===== src/rtl/pchan_admit_pkg.sv =====
package pchan_admit_pkg;

  typedef enum logic [3:0] {
    CMD_IDLE = 4'd0,
    CMD_ACT  = 4'd1,
    CMD_RD   = 4'd2,
    CMD_WR   = 4'd3,
    CMD_PRE  = 4'd4,
    CMD_PDE  = 4'd5,
    CMD_PDX  = 4'd6,
    CMD_SRE  = 4'd7,
    CMD_SRX  = 4'd8,
    CMD_MRS  = 4'd9
  } cmd_e;

  // strobes from control to datapath, valid only for granted commands
  typedef struct packed {
    logic actGo;
    logic rdGo;
    logic preGo;
    logic pcSel;
  } strobe_t;

endpackage


===== src/rtl/pchan_admit_cnt.sv =====
// Down counter: loads on a strobe, then counts to zero and holds there.
module pchan_admit_cnt #(
  parameter int WIDTH    = 4,
  parameter int LOAD_VAL = 1
) (
  input  logic clk,
  input  logic rstN,
  input  logic load,
  output logic zero
);
  logic [WIDTH-1:0] count;

  always_ff @(posedge clk) begin
    if (!rstN)             count <= '0;
    else if (load)         count <= WIDTH'(LOAD_VAL);
    else if (count != '0)  count <= count - 1'b1;
  end

  assign zero = (count == '0);
endmodule


===== src/rtl/pchan_admit_dp.sv =====
// Datapath: per-pseudo-channel timing counters and bank open bitmaps.
module pchan_admit_dp
  import pchan_admit_pkg::*;
#(
  parameter int NUM_BANKS = 16,
  parameter int BANK_W    = 4,
  parameter int T_RCD     = 4,
  parameter int T_RRD     = 2,
  parameter int T_RAS     = 6,
  parameter int T_RP      = 3,
  parameter int T_RTP     = 2
) (
  input  logic                      clk,
  input  logic                      rstN,
  input  strobe_t                   stb,
  input  logic [BANK_W-1:0]         bank,
  output logic [1:0]                rrdZero,
  output logic [1:0]                rcdZero,
  output logic [1:0]                rasZero,
  output logic [1:0]                rpZero,
  output logic [1:0]                rtpZero,
  output logic [1:0][NUM_BANKS-1:0] bankOpen
);
  localparam int CNT_W = $clog2(T_RCD + T_RRD + T_RAS + T_RP + T_RTP + 1);

  for (genvar pc = 0; pc < 2; pc++) begin : g_pc
    logic hit;
    assign hit = (stb.pcSel == pc[0]);

    pchan_admit_cnt #(.WIDTH(CNT_W), .LOAD_VAL(T_RRD - 1)) u_rrd (
      .clk(clk), .rstN(rstN), .load(stb.actGo && hit), .zero(rrdZero[pc]));
    pchan_admit_cnt #(.WIDTH(CNT_W), .LOAD_VAL(T_RCD - 1)) u_rcd (
      .clk(clk), .rstN(rstN), .load(stb.actGo && hit), .zero(rcdZero[pc]));
    pchan_admit_cnt #(.WIDTH(CNT_W), .LOAD_VAL(T_RAS - 1)) u_ras (
      .clk(clk), .rstN(rstN), .load(stb.actGo && hit), .zero(rasZero[pc]));
    pchan_admit_cnt #(.WIDTH(CNT_W), .LOAD_VAL(T_RP - 1)) u_rp (
      .clk(clk), .rstN(rstN), .load(stb.preGo && hit), .zero(rpZero[pc]));
    pchan_admit_cnt #(.WIDTH(CNT_W), .LOAD_VAL(T_RTP - 1)) u_rtp (
      .clk(clk), .rstN(rstN), .load(stb.rdGo && hit), .zero(rtpZero[pc]));

    always_ff @(posedge clk) begin
      if (!rstN)                  bankOpen[pc]       <= '0;
      else if (stb.actGo && hit)  bankOpen[pc][bank] <= 1'b1;
      else if (stb.preGo && hit)  bankOpen[pc][bank] <= 1'b0;
    end
  end
endmodule


===== src/rtl/pchan_admit_ctrl.sv =====
// Control: decodes the candidate command and decides grant/stall/error.
module pchan_admit_ctrl
  import pchan_admit_pkg::*;
#(
  parameter int NUM_BANKS = 16,
  parameter int BANK_W    = 4,
  parameter int LANES     = 128
) (
  input  logic                      pseudoMode,
  input  logic                      burstLen4,
  input  logic                      cmdValid,
  input  logic [3:0]                cmdType,
  input  logic [BANK_W-1:0]         cmdBank,
  input  logic                      cmdSub,
  input  logic [1:0]                rrdZero,
  input  logic [1:0]                rcdZero,
  input  logic [1:0]                rasZero,
  input  logic [1:0]                rpZero,
  input  logic [1:0]                rtpZero,
  input  logic [1:0][NUM_BANKS-1:0] bankOpen,
  output logic                      grant,
  output logic                      stall,
  output logic                      protoErr,
  output logic                      cfgErr,
  output logic [LANES-1:0]          laneMask,
  output strobe_t                   stb
);
  localparam int HALF = LANES / 2;

  logic tgt, isAct, isRdWr, isPre, isShared, known;
  logic isOpen, allClear, timingOk, protoBad;

  always_comb begin
    tgt      = pseudoMode & cmdSub;
    isAct    = (cmdType == CMD_ACT);
    isRdWr   = (cmdType == CMD_RD) || (cmdType == CMD_WR);
    isPre    = (cmdType == CMD_PRE);
    isShared = (cmdType >= CMD_PDE) && (cmdType <= CMD_MRS);
    known    = isAct || isRdWr || isPre || isShared;
    isOpen   = bankOpen[tgt][cmdBank];
    allClear = &{rrdZero, rcdZero, rasZero, rpZero, rtpZero};

    timingOk = 1'b0;
    if (isAct)        timingOk = rrdZero[tgt] && rpZero[tgt];
    else if (isRdWr)  timingOk = rcdZero[tgt];
    else if (isPre)   timingOk = rasZero[tgt] && rtpZero[tgt];
    else if (isShared) timingOk = allClear;

    protoBad = (isAct && isOpen) || (isRdWr && !isOpen);

    cfgErr   = pseudoMode && !burstLen4;
    protoErr = cmdValid && known && !cfgErr && protoBad;
    grant    = cmdValid && known && !cfgErr && !protoBad && timingOk;
    stall    = cmdValid && known && !grant && !protoErr;

    stb.actGo = grant && isAct;
    stb.rdGo  = grant && (cmdType == CMD_RD);
    stb.preGo = grant && isPre;
    stb.pcSel = tgt;

    laneMask = '0;
    if (grant && isRdWr) begin
      if (!pseudoMode) laneMask = '1;
      else if (tgt)    laneMask = {{HALF{1'b1}}, {HALF{1'b0}}};
      else             laneMask = {{HALF{1'b0}}, {HALF{1'b1}}};
    end
  end
endmodule


===== src/rtl/pchan_admit.sv =====
// Thin top: control plus datapath.
module pchan_admit
  import pchan_admit_pkg::*;
#(
  parameter int NUM_BANKS = 16,
  parameter int LANES     = 128,
  parameter int T_RCD     = 4,
  parameter int T_RRD     = 2,
  parameter int T_RAS     = 6,
  parameter int T_RP      = 3,
  parameter int T_RTP     = 2,
  localparam int BANK_W   = $clog2(NUM_BANKS)
) (
  input  logic              clk,
  input  logic              rstN,
  input  logic              pseudoMode,
  input  logic              burstLen4,
  input  logic              cmdValid,
  input  logic [3:0]        cmdType,
  input  logic [BANK_W-1:0] cmdBank,
  input  logic              cmdSub,
  output logic              grant,
  output logic              stall,
  output logic              protoErr,
  output logic              cfgErr,
  output logic [LANES-1:0]  laneMask
);
  strobe_t                   stb;
  logic [1:0]                rrdZero, rcdZero, rasZero, rpZero, rtpZero;
  logic [1:0][NUM_BANKS-1:0] bankOpen;

  pchan_admit_ctrl #(.NUM_BANKS(NUM_BANKS), .BANK_W(BANK_W), .LANES(LANES)) u_ctrl (
    .pseudoMode(pseudoMode), .burstLen4(burstLen4), .cmdValid(cmdValid),
    .cmdType(cmdType), .cmdBank(cmdBank), .cmdSub(cmdSub),
    .rrdZero(rrdZero), .rcdZero(rcdZero), .rasZero(rasZero),
    .rpZero(rpZero), .rtpZero(rtpZero), .bankOpen(bankOpen),
    .grant(grant), .stall(stall), .protoErr(protoErr), .cfgErr(cfgErr),
    .laneMask(laneMask), .stb(stb));

  pchan_admit_dp #(.NUM_BANKS(NUM_BANKS), .BANK_W(BANK_W), .T_RCD(T_RCD),
                   .T_RRD(T_RRD), .T_RAS(T_RAS), .T_RP(T_RP), .T_RTP(T_RTP)) u_dp (
    .clk(clk), .rstN(rstN), .stb(stb), .bank(cmdBank),
    .rrdZero(rrdZero), .rcdZero(rcdZero), .rasZero(rasZero),
    .rpZero(rpZero), .rtpZero(rtpZero), .bankOpen(bankOpen));
endmodule


===== config.mk =====
export PLATFORM = sky130hd
export DESIGN_NAME = pchan_admit
export DESIGN_NICKNAME = d
export VERILOG_FILES = /design/src/rtl/pchan_admit_pkg.sv /design/src/rtl/pchan_admit_cnt.sv /design/src/rtl/pchan_admit_dp.sv /design/src/rtl/pchan_admit_ctrl.sv /design/src/rtl/pchan_admit.sv
export SDC_FILE = /design/constraint.sdc
export NUM_CORES = 1
export LEC_CHECK = 0
export ABC_CLOCK_PERIOD_IN_PS = 12900
export BUFFER_PORTS_ARGS = -buffer_cell sky130_fd_sc_hd__buf_2
export CAP_MARGIN = 0
export CORE_ASPECT_RATIO = 1.1
export CORE_MARGIN = 3
export CORE_UTILIZATION = 35
export DETAILED_ROUTE_END_ITERATION = 8
export PLACE_DENSITY_LB_ADDON = 0.3
export REMOVE_ABC_BUFFERS = 1
export SKIP_CTS_REPAIR_TIMING = 1
export SYNTH_ARGS = -nofsm -noshare
export SYNTH_HDL_FRONTEND = slang
export SYNTH_SLANG_ARGS = --single-unit
export TNS_END_PERCENT = 100

===== constraint.sdc =====
create_clock -name clk -period 12.9 [get_ports clk]
set_clock_uncertainty 0.05 [all_clocks]
set_input_delay 2.58 -clock clk [delete_from_list [all_inputs] [get_ports clk]]
set_output_delay 2.58 -clock clk [all_outputs]
set_load 0.02 [all_outputs]

==> flow_metrics.tcl <==
set metrics [dict create \
    status "finished clean" \
    layout.nets 639 \
    hold_viol 0 \
    ir_worst_vdd_mv 0.07145 \
    p_comb_frac 0.397 \
    synth_ff_type "dfxtp_1" \
    numCtsBuffers 9 \
    setup_violations 0 \
    gp_congestion 0.7895 \
    final_area_mm2 0.005474 \
    final_common_cell "buf_2" \
    vias_per_cell 4.787 \
    ys_types 40 \
    tightest_slew_ns 0.9553 \
    drv_cap 0 \
    io-pin-count 146 \
    finalWorstSetupSlack_ns 4.964 \
    grt_max_degree 65 \
    clock_power_share 0.248 \
    synth-edff-count 0 \
    io_buffers 145 \
    crit_type "in -> out" \
    p_switching_uw 396.4 \
    clock-sinks 82 \
    relSlewSlack 0.3617 \
    r2r_cells 10 \
    core_region_area_mm2 0.01445 \
    dieArea_mm2 0.01630 \
    die_y_um 133.6 \
    grt_pass1_vias 3576 \
    worstPathArrival_ns 5.31 \
    rows 46 \
    drt_iter0_drc 285 \
    fp.dieW_um 122.0 \
    min_period_ns 7.936 \
    dr.pass1.iters 4 \
    drive_above_1_share 0.3328 \
    final_cell_mix "145 x buf_2, 82 x dfxtp_1, 34 x nand2_1, 34 x nor3_1" \
    wl_per_cell_um 13.43 \
    p_per_area_mw_per_mm2 201.4 \
    grt_usage 0.1318 \
    post-dp-hpwl_um 7810 \
    crit_fanout 64 \
    fmax_ghz 0.1260 \
    crit_start "pseudoMode" \
    final_max_slew_viol_count 0 \
    grt_pass1_wl_um 17670 \
    reg2reg_from "u_dp.g_pc[1].u_rp.count[0]" \
    ys_ff_latch 82 \
    area_delta_synth_final_pct 5.625 \
    hold_class "reg -> reg" \
    cp-endpoint "laneMask[111]" \
    required_ns 10.27 \
    rsz0062_at_grt "no" \
    async_flop_share 0 \
    cts.htree.levels 3 \
    place_area_mm2 0.005155 \
    ant_nets 0 \
    postRouteWirelength_um 10770 \
    clk_latency_ns 0.34 \
    grt_overflow 0 \
    cts_tree "built" \
    antenna_cells 0 \
    fillers 1428 \
    cts-root-buf "clkbuf_16" \
    drc 0 \
    power.leakage_nw 2.363 \
    seq_power_share 0.355 \
    timing.final.crit_share 0.6152 \
    start_kind "primary input" \
    timing.rr.end "u_dp.g_pc[1].u_rrd.count[2]" \
    finalSetupTns_ns 0 \
    synth_warnings 0 \
    syn_area_mm2 0.005182 \
    vias 3839 \
    critPathCaptureType "primary output" \
    finalPower_mw 1.103 \
    p_sw_frac 0.3595 \
    initial_core_util 0.3587 \
    reg2reg_slack_ns 9.70 \
    clkTransAtPathRegs_ns 0.06 \
    yosysSeqAreaShare 0.3168 \
    syn_inst 594 \
    avgSynthCellArea_um2 8.725 \
    intPower_uw 706.2 \
    antenna_found_initial 0 \
    dp_slack_ns 4.929 \
    clockBufferDepth 2 \
]
-- cell usage after synthesis, types with 3 or more instances --
master	number	area (um^2)
mux4_2	10	225.2
mux2_2	5	56.30
xnor2_1	28	245.2
or3_1	8	50.05
buf_1	5	18.77
dfxtp_1	82	1642
nand2_1	34	127.6
buf_2	4	20.02
o211ai_1	32	240.2
buf_4	126	945.9
nor4b_2	11	165.2
o21ai_0	3	15.01
o21ai_1	32	160.2
inv_1	23	86.33
ha_1	20	250.2
nor2b_1	5	31.28
nor4_1	4	25.02
clkbuf_1	14	52.55
nor2_1	28	105.1
nor3_1	34	170.2
nand4_1	13	81.33
a21oi_1	30	150.1
nand3_1	19	95.09
-- layer usage --
metal / global-route usage / routed length [um] / vias to the layer above
li1: - / - / 1977
met1: 0.1697 / 4893 / 1780
met2: 0.2224 / 5320 / 69
met3: 0.03355 / 458 / 13
met4: 0.02927 / 95 / 0
met5: 0 / 0 / -
-- kinds of logic (layout without fill, tap and decap cells) --
| logic type | count (synthesis) | count (layout) | share of synthesized area |
|---|---|---|---|
| buf+inv | 173 | 189 | 0.2175 |
| simple gates | 171 | 171 | 0.1900 |
| compound gates | 103 | 103 | 0.1219 |
| flops | 82 | 82 | 0.3168 |
| xor+xnor | 28 | 28 | 0.04732 |
| fa+ha+maj | 20 | 20 | 0.04829 |
| mux | 17 | 17 | 0.05818 |
-- worst min-delay path by stage --
stage	startpoint	end	slack, ns	cells after the start
global placement	u_dp.g_pc[1].u_rp.count[4]	u_dp.g_pc[1].u_rp.count[4]	0.41	2
detailed placement	u_dp.g_pc[0].u_rrd.count[4]	u_dp.g_pc[0].u_rrd.count[4]	0.43	2
finish	u_dp.g_pc[0].u_rrd.count[4]	u_dp.g_pc[0].u_rrd.count[4]	0.43	2
floorplan	u_dp.g_pc[0].u_rcd.count[4]	u_dp.g_pc[0].u_rcd.count[4]	0.41	2
CTS	u_dp.g_pc[0].u_rrd.count[4]	u_dp.g_pc[0].u_rrd.count[4]	0.43	2
global route	u_dp.g_pc[0].u_rrd.count[4]	u_dp.g_pc[0].u_rrd.count[4]	0.46	2
-- critical path, cell delays in order --
cell,delay (ns)
buf_2,0.15
and2_1,0.50
nand2_1,0.10
a311oi_1,0.38
o211a_4,0.30
nand3_2,0.19
a21oi_4,0.79
buf_2,0.31
-- cell type report --
cell class | instances | area [um^2] | area share
well taps | 192 | 240.2 | 0.04389
multi-input cells | 339 | 2427 | 0.4434
flip-flops and latches | 82 | 1642 | 0.2999
inverters | 24 | 90.09 | 0.01646
clock inverters | 7 | 93.84 | 0.01714
repair buffers | 149 | 755.7 | 0.1381
clock buffers | 9 | 225.2 | 0.04114
-- power groups by stage --
| stage | Combinational (mW) | Clock, mW | Sequential, mW |
|---|---|---|---|
| 2_1_floorplan | 0.363 | 0 | 0.382 |
| 3_3_place_gp | 0.419 | 0 | 0.391 |
| 3_5_place_dp | 0.440 | 0 | 0.396 |
| 4_1_cts | 0.442 | 0.282 | 0.391 |
| 5_1_grt | 0.502 | 0.290 | 0.401 |
| 6_report | 0.437 | 0.274 | 0.391 |
-- per-stage QoR --
stage	utilization	hold WS, ns	instances
after global routing	0.3789	0.4631	802
after detailed placement	0.3568	0.4256	786
after global placement	0.3568	0.4118	786
after floorplan	-	0.4053	445
final	0.3789	0.4308	802
after CTS	0.3789	0.4341	802
No activity file was read; power rests on OpenSTA's default activity.
